[src/rtl/alu16_pkg.sv]
`timescale 1ns/1ps
package alu16_pkg;

    localparam int DATA_W  = 16;
    localparam int BYTE_W  = 8;
    localparam int FLAG_W  = 4;

    localparam int FB_C = 0;
    localparam int FB_Z = 1;
    localparam int FB_N = 2;
    localparam int FB_V = 3;

    typedef enum logic [3:0] {
        OP_MOV  = 4'd0,
        OP_ADD  = 4'd1,
        OP_ADDC = 4'd2,
        OP_SUBC = 4'd3,
        OP_SUB  = 4'd4,
        OP_CMP  = 4'd5,
        OP_DADD = 4'd6,
        OP_BIT  = 4'd7,
        OP_BIC  = 4'd8,
        OP_BIS  = 4'd9,
        OP_XOR  = 4'd10,
        OP_AND  = 4'd11,
        OP_RRC  = 4'd12,
        OP_RRA  = 4'd13,
        OP_SWPB = 4'd14,
        OP_SXT  = 4'd15
    } alu_op_e;

    typedef struct packed {
        logic v;
        logic n;
        logic z;
        logic c;
    } alu_flags_t;

endpackage

[src/rtl/alu16_binadd.sv]
`timescale 1ns/1ps
module alu16_binadd #(
    parameter int DATA_W = 16,
    parameter int BYTE_W = 8
) (
    input  logic [DATA_W-1:0] a_i,
    input  logic [DATA_W-1:0] b_i,
    input  logic              cin_i,
    output logic [DATA_W-1:0] sum_o,
    output logic              co_word_o,
    output logic              co_byte_o,
    output logic              ov_word_o,
    output logic              ov_byte_o
);
    localparam int WMSB = DATA_W - 1;
    localparam int BMSB = BYTE_W - 1;

    logic [DATA_W:0] wide_d;
    logic [BYTE_W:0] low_d;

    always_comb begin
        wide_d = {1'b0, a_i} + {1'b0, b_i} + {{DATA_W{1'b0}}, cin_i};
        low_d  = {1'b0, a_i[BMSB:0]} + {1'b0, b_i[BMSB:0]} + {{BYTE_W{1'b0}}, cin_i};
    end

    assign sum_o     = wide_d[WMSB:0];
    assign co_word_o = wide_d[DATA_W];
    assign co_byte_o = low_d[BYTE_W];
    assign ov_word_o = (a_i[WMSB] == b_i[WMSB]) && (wide_d[WMSB] != a_i[WMSB]);
    assign ov_byte_o = (a_i[BMSB] == b_i[BMSB]) && (low_d[BMSB] != a_i[BMSB]);

endmodule

[src/rtl/alu16_bcd.sv]
`timescale 1ns/1ps
module alu16_bcd #(
    parameter int DATA_W = 16,
    parameter int BYTE_W = 8
) (
    input  logic [DATA_W-1:0] a_i,
    input  logic [DATA_W-1:0] b_i,
    input  logic              cin_i,
    output logic [DATA_W-1:0] sum_o,
    output logic              co_word_o,
    output logic              co_byte_o
);
    localparam int DIG_W   = 4;
    localparam int DIGITS  = DATA_W / DIG_W;
    localparam int BDIGITS = BYTE_W / DIG_W;

    logic [DIGITS:0] cy_d;

    assign cy_d[0] = cin_i;

    for (genvar g = 0; g < DIGITS; g++) begin : g_digit
        logic [DIG_W:0] raw_d;
        logic [DIG_W:0] fix_d;
        logic           adj_d;

        always_comb begin
            raw_d = {1'b0, a_i[g*DIG_W +: DIG_W]} + {1'b0, b_i[g*DIG_W +: DIG_W]}
                  + {{DIG_W{1'b0}}, cy_d[g]};
            adj_d = (raw_d > 5'd9);
            fix_d = raw_d + 5'd6;
        end

        assign sum_o[g*DIG_W +: DIG_W] = adj_d ? fix_d[DIG_W-1:0] : raw_d[DIG_W-1:0];
        assign cy_d[g+1] = adj_d;
    end

    assign co_word_o = cy_d[DIGITS];
    assign co_byte_o = cy_d[BDIGITS];

endmodule

[src/rtl/alu16_unary.sv]
`timescale 1ns/1ps
module alu16_unary #(
    parameter int DATA_W = 16,
    parameter int BYTE_W = 8
) (
    input  logic [DATA_W-1:0] opd_i,
    input  logic              cin_i,
    input  logic              narrow_i,
    output logic [DATA_W-1:0] rrc_o,
    output logic [DATA_W-1:0] rra_o,
    output logic [DATA_W-1:0] swap_o,
    output logic [DATA_W-1:0] sext_o,
    output logic              lsb_o
);
    localparam int WMSB = DATA_W - 1;
    localparam int BMSB = BYTE_W - 1;
    localparam int UP_W = DATA_W - BYTE_W;

    always_comb begin
        rrc_o = '0;
        rra_o = '0;
        if (narrow_i) begin
            rrc_o[BMSB:0] = {cin_i, opd_i[BMSB:1]};
            rra_o[BMSB:0] = {opd_i[BMSB], opd_i[BMSB:1]};
        end else begin
            rrc_o = {cin_i, opd_i[WMSB:1]};
            rra_o = {opd_i[WMSB], opd_i[WMSB:1]};
        end
        swap_o = {opd_i[BMSB:0], opd_i[WMSB:BYTE_W]};
        sext_o = {{UP_W{opd_i[BMSB]}}, opd_i[BMSB:0]};
    end

    assign lsb_o = opd_i[0];

endmodule

[src/rtl/alu16.sv]
`timescale 1ns/1ps
module alu16
    import alu16_pkg::*;
(
    input  logic [3:0]  op_i,
    input  logic        byte_i,
    input  logic [15:0] src_i,
    input  logic [15:0] dst_i,
    input  logic [3:0]  flg_i,
    output logic [15:0] res_o,
    output logic        wr_o,
    output logic [3:0]  flg_o,
    output logic [3:0]  flg_upd_o
);
    localparam int WMSB = DATA_W - 1;
    localparam int BMSB = BYTE_W - 1;
    localparam int UP_W = DATA_W - BYTE_W;

    typedef struct packed {
        logic [DATA_W-1:0] res;
        logic              wr;
        logic [FLAG_W-1:0] upd;
        alu_flags_t        flg;
    } alu_out_t;

    alu_op_e     op_d;
    alu_flags_t  fin_d;
    logic        narrow_d;
    logic        sub_d;
    logic        acin_d;
    logic [DATA_W-1:0] addb_d;

    logic [DATA_W-1:0] add_sum_d, bcd_sum_d;
    logic add_cw_d, add_cb_d, add_vw_d, add_vb_d;
    logic bcd_cw_d, bcd_cb_d;
    logic [DATA_W-1:0] rrc_d, rra_d, swp_d, sxt_d;
    logic sh_lsb_d;

    alu_out_t out_d;

    always_comb begin
        op_d     = alu_op_e'(op_i);
        fin_d    = alu_flags_t'(flg_i);
        narrow_d = byte_i && (op_d != OP_SWPB) && (op_d != OP_SXT);
        sub_d    = (op_d == OP_SUB) || (op_d == OP_SUBC) || (op_d == OP_CMP);
        addb_d   = sub_d ? ~src_i : src_i;
        unique case (op_d)
            OP_ADDC, OP_SUBC: acin_d = fin_d.c;
            OP_SUB,  OP_CMP:  acin_d = 1'b1;
            default:          acin_d = 1'b0;
        endcase
    end

    alu16_binadd #(.DATA_W(DATA_W), .BYTE_W(BYTE_W)) u_add (
        .a_i       (dst_i),
        .b_i       (addb_d),
        .cin_i     (acin_d),
        .sum_o     (add_sum_d),
        .co_word_o (add_cw_d),
        .co_byte_o (add_cb_d),
        .ov_word_o (add_vw_d),
        .ov_byte_o (add_vb_d)
    );

    alu16_bcd #(.DATA_W(DATA_W), .BYTE_W(BYTE_W)) u_bcd (
        .a_i       (dst_i),
        .b_i       (src_i),
        .cin_i     (fin_d.c),
        .sum_o     (bcd_sum_d),
        .co_word_o (bcd_cw_d),
        .co_byte_o (bcd_cb_d)
    );

    alu16_unary #(.DATA_W(DATA_W), .BYTE_W(BYTE_W)) u_una (
        .opd_i    (dst_i),
        .cin_i    (fin_d.c),
        .narrow_i (narrow_d),
        .rrc_o    (rrc_d),
        .rra_o    (rra_d),
        .swap_o   (swp_d),
        .sext_o   (sxt_d),
        .lsb_o    (sh_lsb_d)
    );

    always_comb begin
        logic [DATA_W-1:0] raw;
        logic [DATA_W-1:0] res;
        logic              msb_n;
        logic              zero;
        alu_flags_t        nf;

        raw       = '0;
        out_d.wr  = 1'b1;
        out_d.upd = {FLAG_W{1'b1}};

        unique case (op_d)
            OP_MOV:                                raw = src_i;
            OP_ADD, OP_ADDC, OP_SUB, OP_SUBC:      raw = add_sum_d;
            OP_CMP: begin
                raw      = add_sum_d;
                out_d.wr = 1'b0;
            end
            OP_DADD:                               raw = bcd_sum_d;
            OP_BIT: begin
                raw      = dst_i & src_i;
                out_d.wr = 1'b0;
            end
            OP_AND:                                raw = dst_i & src_i;
            OP_XOR:                                raw = dst_i ^ src_i;
            OP_BIC:                                raw = dst_i & ~src_i;
            OP_BIS:                                raw = dst_i | src_i;
            OP_RRC:                                raw = rrc_d;
            OP_RRA:                                raw = rra_d;
            OP_SWPB:                               raw = swp_d;
            OP_SXT:                                raw = sxt_d;
            default:                               raw = src_i;
        endcase

        if (op_d inside {OP_MOV, OP_BIC, OP_BIS, OP_SWPB}) begin
            out_d.upd = '0;
        end

        res   = narrow_d ? {{UP_W{1'b0}}, raw[BMSB:0]} : raw;
        msb_n = narrow_d ? res[BMSB] : res[WMSB];
        zero  = (res == '0);

        nf.n = msb_n;
        nf.z = zero;
        nf.c = ~zero;
        nf.v = 1'b0;

        unique case (op_d)
            OP_ADD, OP_ADDC, OP_SUB, OP_SUBC, OP_CMP: begin
                nf.c = narrow_d ? add_cb_d : add_cw_d;
                nf.v = narrow_d ? add_vb_d : add_vw_d;
            end
            OP_DADD: begin
                nf.c = narrow_d ? bcd_cb_d : bcd_cw_d;
            end
            OP_XOR: begin
                nf.v = narrow_d ? (src_i[BMSB] & dst_i[BMSB])
                                : (src_i[WMSB] & dst_i[WMSB]);
            end
            OP_RRC, OP_RRA: begin
                nf.c = sh_lsb_d;
            end
            default: ;
        endcase

        out_d.res = res;
        out_d.flg = alu_flags_t'((flg_i & ~out_d.upd) | (nf & out_d.upd));
    end

    assign res_o     = out_d.res;
    assign wr_o      = out_d.wr;
    assign flg_o     = out_d.flg;
    assign flg_upd_o = out_d.upd;

    always_comb begin
        AST_HOLD_UNOWNED: assert ((flg_o & ~flg_upd_o) == (flg_i & ~flg_upd_o));
        AST_COPY_NO_FLAGS: assert (op_i != 4'd0 || (flg_upd_o == 4'd0 && wr_o));
        AST_CMP_NO_WRITE: assert (op_i != 4'd5 || !wr_o);
        AST_BIT_NO_WRITE: assert (op_i != 4'd7 || !wr_o);
        AST_Z_FROM_RESULT: assert (!flg_upd_o[FB_Z] || (flg_o[FB_Z] == (res_o == 16'd0)));
        AST_LOGIC_C_NOT_Z: assert (!(op_i inside {4'd7, 4'd10, 4'd11, 4'd15})
                                   || (flg_o[FB_C] == ~flg_o[FB_Z]));
        AST_BYTE_UPPER_CLEAR: assert (!byte_i || op_i == 4'd14 || op_i == 4'd15
                                      || res_o[15:8] == 8'd0);
    end

endmodule

[config.mk]
export PLATFORM = sky130hd
export DESIGN_NAME = alu16
export DESIGN_NICKNAME = d
export VERILOG_FILES = /design/src/rtl/alu16_pkg.sv /design/src/rtl/alu16_binadd.sv /design/src/rtl/alu16_bcd.sv /design/src/rtl/alu16_unary.sv /design/src/rtl/alu16.sv
export SDC_FILE = /design/constraint.sdc
export NUM_CORES = 1
export LEC_CHECK = 0
export BUFFER_PORTS_ARGS = -buffer_cell sky130_fd_sc_hd__buf_4
export CORE_ASPECT_RATIO = 1.5
export CORE_UTILIZATION = 60
export DETAILED_ROUTE_END_ITERATION = 7
export PLACE_DENSITY = 0.84
export SLEW_MARGIN = 20
export SYNTH_ARGS = -nofsm -noshare
export SYNTH_HDL_FRONTEND = slang
export SYNTH_SLANG_ARGS = --single-unit
[constraint.sdc]
create_clock -name vclk -period 9.45
set_clock_uncertainty 0.05 [all_clocks]
set_input_delay 0 -clock vclk [all_inputs]
set_output_delay 0 -clock vclk [all_outputs]
set_load 0.005 [all_outputs]
; Word level (Yosys, flattened, before mapping)
; Cells that the tools add are included.
[word_totals]
register_bits = 0
in_bits = 41
out_inout_bits = 25
[classes]
add_sub_neg = 16
n_reduce_logical = 15
magnitude_cmp = 4
bitwise = 12
muxes = 21
n_eq_ne = 21
[op_table]
columns = operator, count
row1 = 16-bit one-hot mux with 11 select lines, 1
row2 = 16-bit AND, 2
row3 = 4-bit equality test (second input constant), 8
row4 = 16-bit 2-to-1 mux, 2
row5 = 8-bit 2-to-1 mux, 4
row6 = 4-bit by 4-bit adder with 5-bit output, 4
row7 = 5-bit by 1-bit adder with 5-bit output, 4
row8 = 5-bit by 4-bit greater-than comparator with 1-bit output (second input constant), 4
row9 = 4-bit 2-to-1 mux, 5
row10 = 16-bit by 16-bit adder with 17-bit output, 1
row11 = 17-bit by 1-bit adder with 17-bit output, 1
row12 = 4-bit by 3-bit adder with 4-bit output (second input constant), 4
row13 = 4-bit by 3-bit equality test with 1-bit output (second input constant), 4
row14 = 16-bit zero test, 1
row15 = 16-bit NOT, 1
row16 = 16-bit OR, 1
row17 = 16-bit bitwise XOR, 1
row18 = 2-bit OR reduction, 5
row19 = 8-bit by 8-bit adder with 9-bit output, 1
row20 = 9-bit by 1-bit adder with 9-bit output, 1
row21 = 4-bit AND, 2
row22 = 4-bit by 2-bit equality test with 1-bit output (second input constant), 2
row23 = 4-bit inequality test (second input constant), 2
row24 = 1-bit 2-to-1 mux, 6
row25 = other kinds (14), 22

; Longest topological paths before layout
[logic_depth]
ltp_word = 17
mapped_depth = 35
ltp_nobuf = 35

; Hierarchy
; A second synthesis with hierarchy kept.
[hier_totals]
cells_unflattened = 732
area_unflattened_um2 = 5322.6
[by_module_without_submodules]
columns = mod, cells_per_inst, seq_area_each_um2, area_each_um2, n_inst
row1 = alu16, 451, 0.0, 3056.7, 1
row2 = alu16_bcd, 105, 0.0, 920.9, 1
row3 = alu16_binadd, 110, 0.0, 820.8, 1
row4 = alu16_unary, 66, 0.0, 524.3, 1

; Worst setup path before layout
; No wires, ideal clock.
[synth_path]
path_kind = input -> output
start = in src_i[0]
end = out flg_o[1]
setup_slack_ps = 2312
stages = 33
required_time_ps = 9400
t_arrival_ps = 7088
n_path_buf = 0
cell_sequence = fa_1 inv_1 fa_1 ha_1 nand2_1 a32o_1 o31ai_4 fa_1 fa_1 xnor2_1 ha_1 nand2b_1 a21boi_0 nor3b_1 nor2_1 inv_1 fa_1 fa_1 a21o_1 a21oi_1 a21boi_0 fa_1 inv_1 fa_1 xnor2_1 ha_1 a22oi_1 a31oi_1 xnor2_1 a221oi_1 nor2_1 nor3_1 a22o_1
[synth_between]
elab_chain_len = 15
word_cells_on_any_way = 30
classes_between = add/sub (11) / order compare (4) / mux (7) / bitwise (7) / reduce/logical (1)
[synth_lines]
columns = element, line_no
row1 = from (decl), alu16.sv:7  ; input logic [15:0] src_i,
row2 = 4-bit by 4-bit adder with 5-bit output, alu16_bcd.sv:27  ; raw_d = {1'b0, a_i[g*DIG_W +: DIG_W]} + {1'b0, b_i[g*DIG_W +: DIG_W]}
row3 = 5-bit by 1-bit adder with 5-bit output, alu16_bcd.sv:28  ; + {{DIG_W{1'b0}}, cy_d[g]};
row4 = 5-bit by 4-bit greater-than comparator with 1-bit output, alu16_bcd.sv:29  ; adj_d = (raw_d > 5'd9);
row5 = 5-bit by 1-bit adder with 5-bit output, alu16_bcd.sv:28
row6 = 5-bit by 4-bit greater-than comparator with 1-bit output, alu16_bcd.sv:29
row7 = 5-bit by 1-bit adder with 5-bit output, alu16_bcd.sv:28
row8 = 5-bit by 4-bit greater-than comparator with 1-bit output, alu16_bcd.sv:29
row9 = 5-bit by 1-bit adder with 5-bit output, alu16_bcd.sv:28
row10 = 4-bit by 3-bit adder with 4-bit output / 5-bit by 4-bit greater-than comparator with 1-bit output (equally long branches), "alu16_bcd.sv:30, alu16_bcd.sv:29"
row11 = 4-bit 2-to-1 mux, alu16_bcd.sv:33  ; assign sum_o[g*DIG_W +: DIG_W] = adj_d ? fix_d[DIG_W-1:0] : raw_d[DIG_W-1:0];
row12 = 16-bit one-hot mux with 11 select lines *, alu16.sv:96  ; unique case (op_d)
row13 = 16-bit 2-to-1 mux *, alu16.sv:123  ; res = narrow_d ? {{UP_W{1'b0}}, raw[BMSB:0]} : raw;
row14 = named net res_o[13], alu16.sv:10  ; output logic [15:0] res_o,
row15 = 16-bit zero test *, alu16.sv:125  ; zero = (res == '0);
row16 = 4-bit AND *, alu16.sv:151  ; out_d.flg = alu_flags_t'((flg_i & ~out_d.upd) | (nf & out_d.upd));
row17 = 4-bit OR *, alu16.sv:151
row18 = to (decl), alu16.sv:12  ; output logic [3:0] flg_o,
; The timed path passes the listed nets; every way through them passes the cells marked *.

; Worst setup path after layout
[layout_path]
start = in src_i[0]
end = out flg_o[0]
[layout_between]
elab_chain_len = 17
word_cells_on_any_way = 36
classes_between = add/sub (13) / order compare (4) / mux (10) / bitwise (8) / reduce/logical (1)
[layout_lines]
columns = element, line_no
row1 = 4-bit by 4-bit adder with 5-bit output, alu16_bcd.sv:27
row2 = 5-bit by 1-bit adder with 5-bit output, alu16_bcd.sv:28
row3 = 5-bit by 4-bit greater-than comparator with 1-bit output, alu16_bcd.sv:29
row4 = 5-bit by 1-bit adder with 5-bit output, alu16_bcd.sv:28
row5 = 5-bit by 4-bit greater-than comparator with 1-bit output, alu16_bcd.sv:29
row6 = 5-bit by 1-bit adder with 5-bit output, alu16_bcd.sv:28
row7 = 5-bit by 4-bit greater-than comparator with 1-bit output, alu16_bcd.sv:29
row8 = 5-bit by 1-bit adder with 5-bit output, alu16_bcd.sv:28
row9 = 4-bit by 3-bit adder with 4-bit output / 5-bit by 4-bit greater-than comparator with 1-bit output (equally long branches), "alu16_bcd.sv:30, alu16_bcd.sv:29"
row10 = 4-bit 2-to-1 mux, alu16_bcd.sv:33
row11 = 16-bit one-hot mux with 11 select lines, alu16.sv:96
row12 = 16-bit 2-to-1 mux, alu16.sv:123
row13 = 16-bit zero test, alu16.sv:125
row14 = 1-bit NOT, alu16.sv:129  ; nf.c = ~zero;
row15 = 1-bit one-hot mux with 3 select lines *, alu16.sv:132  ; unique case (op_d)
row16 = 4-bit AND *, alu16.sv:151
row17 = 4-bit OR *, alu16.sv:151
; Every way passes the cells marked *; elsewhere a longest branch is shown, timed or not.

==> run_results.csv <==
group,metric,value,unit
clocking,cts.repair.resized,0,
critical_path,cpMostUsedCell,"fa_1",
floorplanning,io_pins,66,
critical_path,cp_slowest_cell,"fa_1",
floorplanning,die_x,68.4,microns
synthesis,synth_area,3970,sq um
clocking,hold_buffers,0,
outcome,status,"complete, no violations",
grt,grt_first_pass_wirelength,22700,microns
floorplanning,dieArea,6960,sq um
drt,drt-total-wl,15100,microns
floorplanning,initial_utilization,61.7,%
drt,routedWlPerCell,22.5,microns
final_layout,clkbuf_count,0,
drt,first_pass_iters,5,
drt,ant_nets,0,
floorplanning,die_h,102,microns
placed_design,place_hpwl,11600,microns
floorplanning,rows,36,
grt,grtUsageTotal,43.9,%
drt,route.detailed.drc,0,
synthesis,synth_nets,655,
drt,detail_route.iter0.violations,495,
sta,min_period,8.64,ns
sta,setup_tns,0,ns
grt,antenna_found_initial,0,
grt,grt_pass1_vias,4440,
sta,max-slew-margin-rel,38.0,%
synthesis,avgSynthCellArea,7.14,sq um
min_path,hold_path.class,"in -> out",
final_layout,n_antenna_cell,0,
synthesis,syn_inst,556,
sta,rsz0062_at_grt,"no",
sta,final_max_slew_viol_count,0,
placed_design,portBuffers,66,
final_layout,seq_cells,0,
floorplanning,fp.coreArea,6440,sq um
grt,overflow,0,
critical_path,crit_path_start_kind,"input pin",
sta,fin_crit_sh,91.5,%
clocking,post_cts_buffers,0,
grt,grt_max_degree,42,
final_layout,multi_input_area,3570,sq um
critical_path,crit_type,"in -> out",
drt,vias,4721,
critical_path,cp-endpoint,"flg_o[0]",
synthesis,ys.warnings.count,0,
pwr,peakVddDrop,0.0000584,V
synthesis,ys_types,82,
final_layout,drive_gt1_share,16.0,%
sta,fmax,116,MHz
sta,hold_viol,0,
drt,via_per_inst,7.05,
placed_design,gp_congestion,1.02,
final_layout,final_nets,695,
critical_path,crit_required,9.40,ns
critical_path,crit_start,"src_i[0]",
pwr,power_density,86.5,nW/um^2
critical_path,cp-end-kind,"output port",
critical_path,slowest_delay,0.44,ns
sta,finalSetupViolations,0,
critical_path,cp.arrival,8.59,ns
sta,tightest_slew,0.923,ns
final_layout,finalNonFillerCells,670,
final_layout,syn_to_final_growth,9.92,%
pwr,leakage,0.00197,uW
critical_path,crit_path_max_fanout,6,
final_layout,nFillCells,577,
placed_design,placed_cells,670,
job,max-cap-violations,0,
final_layout,regArea,0,sq um
synthesis,yosysSeqAreaShare,0,%
[synth_stat cells, drive strengths merged (6+ instances only)]
master,count,area (sq um)
a211oi,7,52.6
o22ai,16,106
ha,48,601
nor2,51,191
nand3,17,85.1
o21a,6,45.0
a21oi,42,210
a21o,10,75.1
xor2,7,61.3
nand2,32,120
mux2i,12,120
maj3,6,60.1
and3,6,37.5
o21ai,28,144
o211ai,6,50.1
nor3,15,85.1
fa,10,200
or3,6,37.5
and2,6,37.5
a2bb2oi,8,82.6
nor2b,8,57.6
a31oi,13,81.3
inv,49,184
xnor2,28,245
o221ai,7,67.6
buf,26,198
[cells in the final DEF (no fill, tap or decap), types with 12 or more instances in the layout]
cell and n:
a21oi_1 42, a31oi_1 13, buf_4 69, ha_1 48, inv_1 49, mux2i_1 12
nand2_1 32, nand3_1 17, nor2_1 50, nor3_1 13, o21ai_0 22, o22ai_1 15
xnor2_1 28
[cell families after synthesis]
kind of cell / Yosys count / share of synthesized area (%)
AO/OA/AOI/OAI: 192 / 34.6
XOR/XNOR: 35 / 7.72
adder cells (fa/ha/maj): 64 / 21.7
buffers and inverters: 80 / 10.3
multiplexers: 14 / 3.59
AND/OR/NAND/NOR: 171 / 22.1
[worst min path at each step]
stage | endpoint | cells past startpoint | slack [ns] | from
floorplan | wr_o | 2 | 0.06 | op_i[3]
global route | flg_o[1] | 3 | 0.27 | flg_i[1]
finish | flg_o[1] | 3 | 0.25 | flg_i[1]
detailed placement | flg_o[1] | 3 | 0.25 | flg_i[1]
global placement | flg_o[1] | 3 | 0.24 | flg_i[1]
CTS | flg_o[1] | 3 | 0.25 | flg_i[1]
[final cells by class]
class	count	share of cell area (%)
multi-input combinational	476	81.7
tap	76	2.18
inverter	49	4.21
timing repair buffer	69	11.9
[per-layer routing]
metal  track usage [%]  vias to the layer above  routed length, microns
met1              52.8                     2196                    5640
met3              4.39                       85                    1300
met5                 0                        -                       0
met2              71.9                      285                    7140
met4              28.5                        0                    1000
li1                  -                     2155                       -
[worst max-delay path: cells and delay by family]
kind	cells	cell delay [ns]
simple gates	5	1.00
buf+inv	5	0.54
compound gates	10	2.21
xor+xnor	4	1.04
fa+ha+maj	11	3.78
[stage by stage]
stage | utilization (%) | worst slack [ns] | total power [uW] | cell area, sq um | hold WS [ns]
floorplan | - | 2.31 | 256 | 3970 | 0.0581
global placement | 67.7 | 1.27 | 357 | 4360 | 0.241
detailed placement | 67.7 | 0.897 | 367 | 4360 | 0.250
CTS | 67.7 | 0.871 | 369 | 4360 | 0.248
global route | 67.8 | 0.176 | 412 | 4370 | 0.268
finish | 67.8 | 0.807 | 378 | 4370 | 0.253
[where the power goes]
group | switching [uW] | internal [uW]
Clock | 0 | 0
Sequential | 0 | 0
Combinational | 217 | 161
Power figures use the tool's default switching activity.
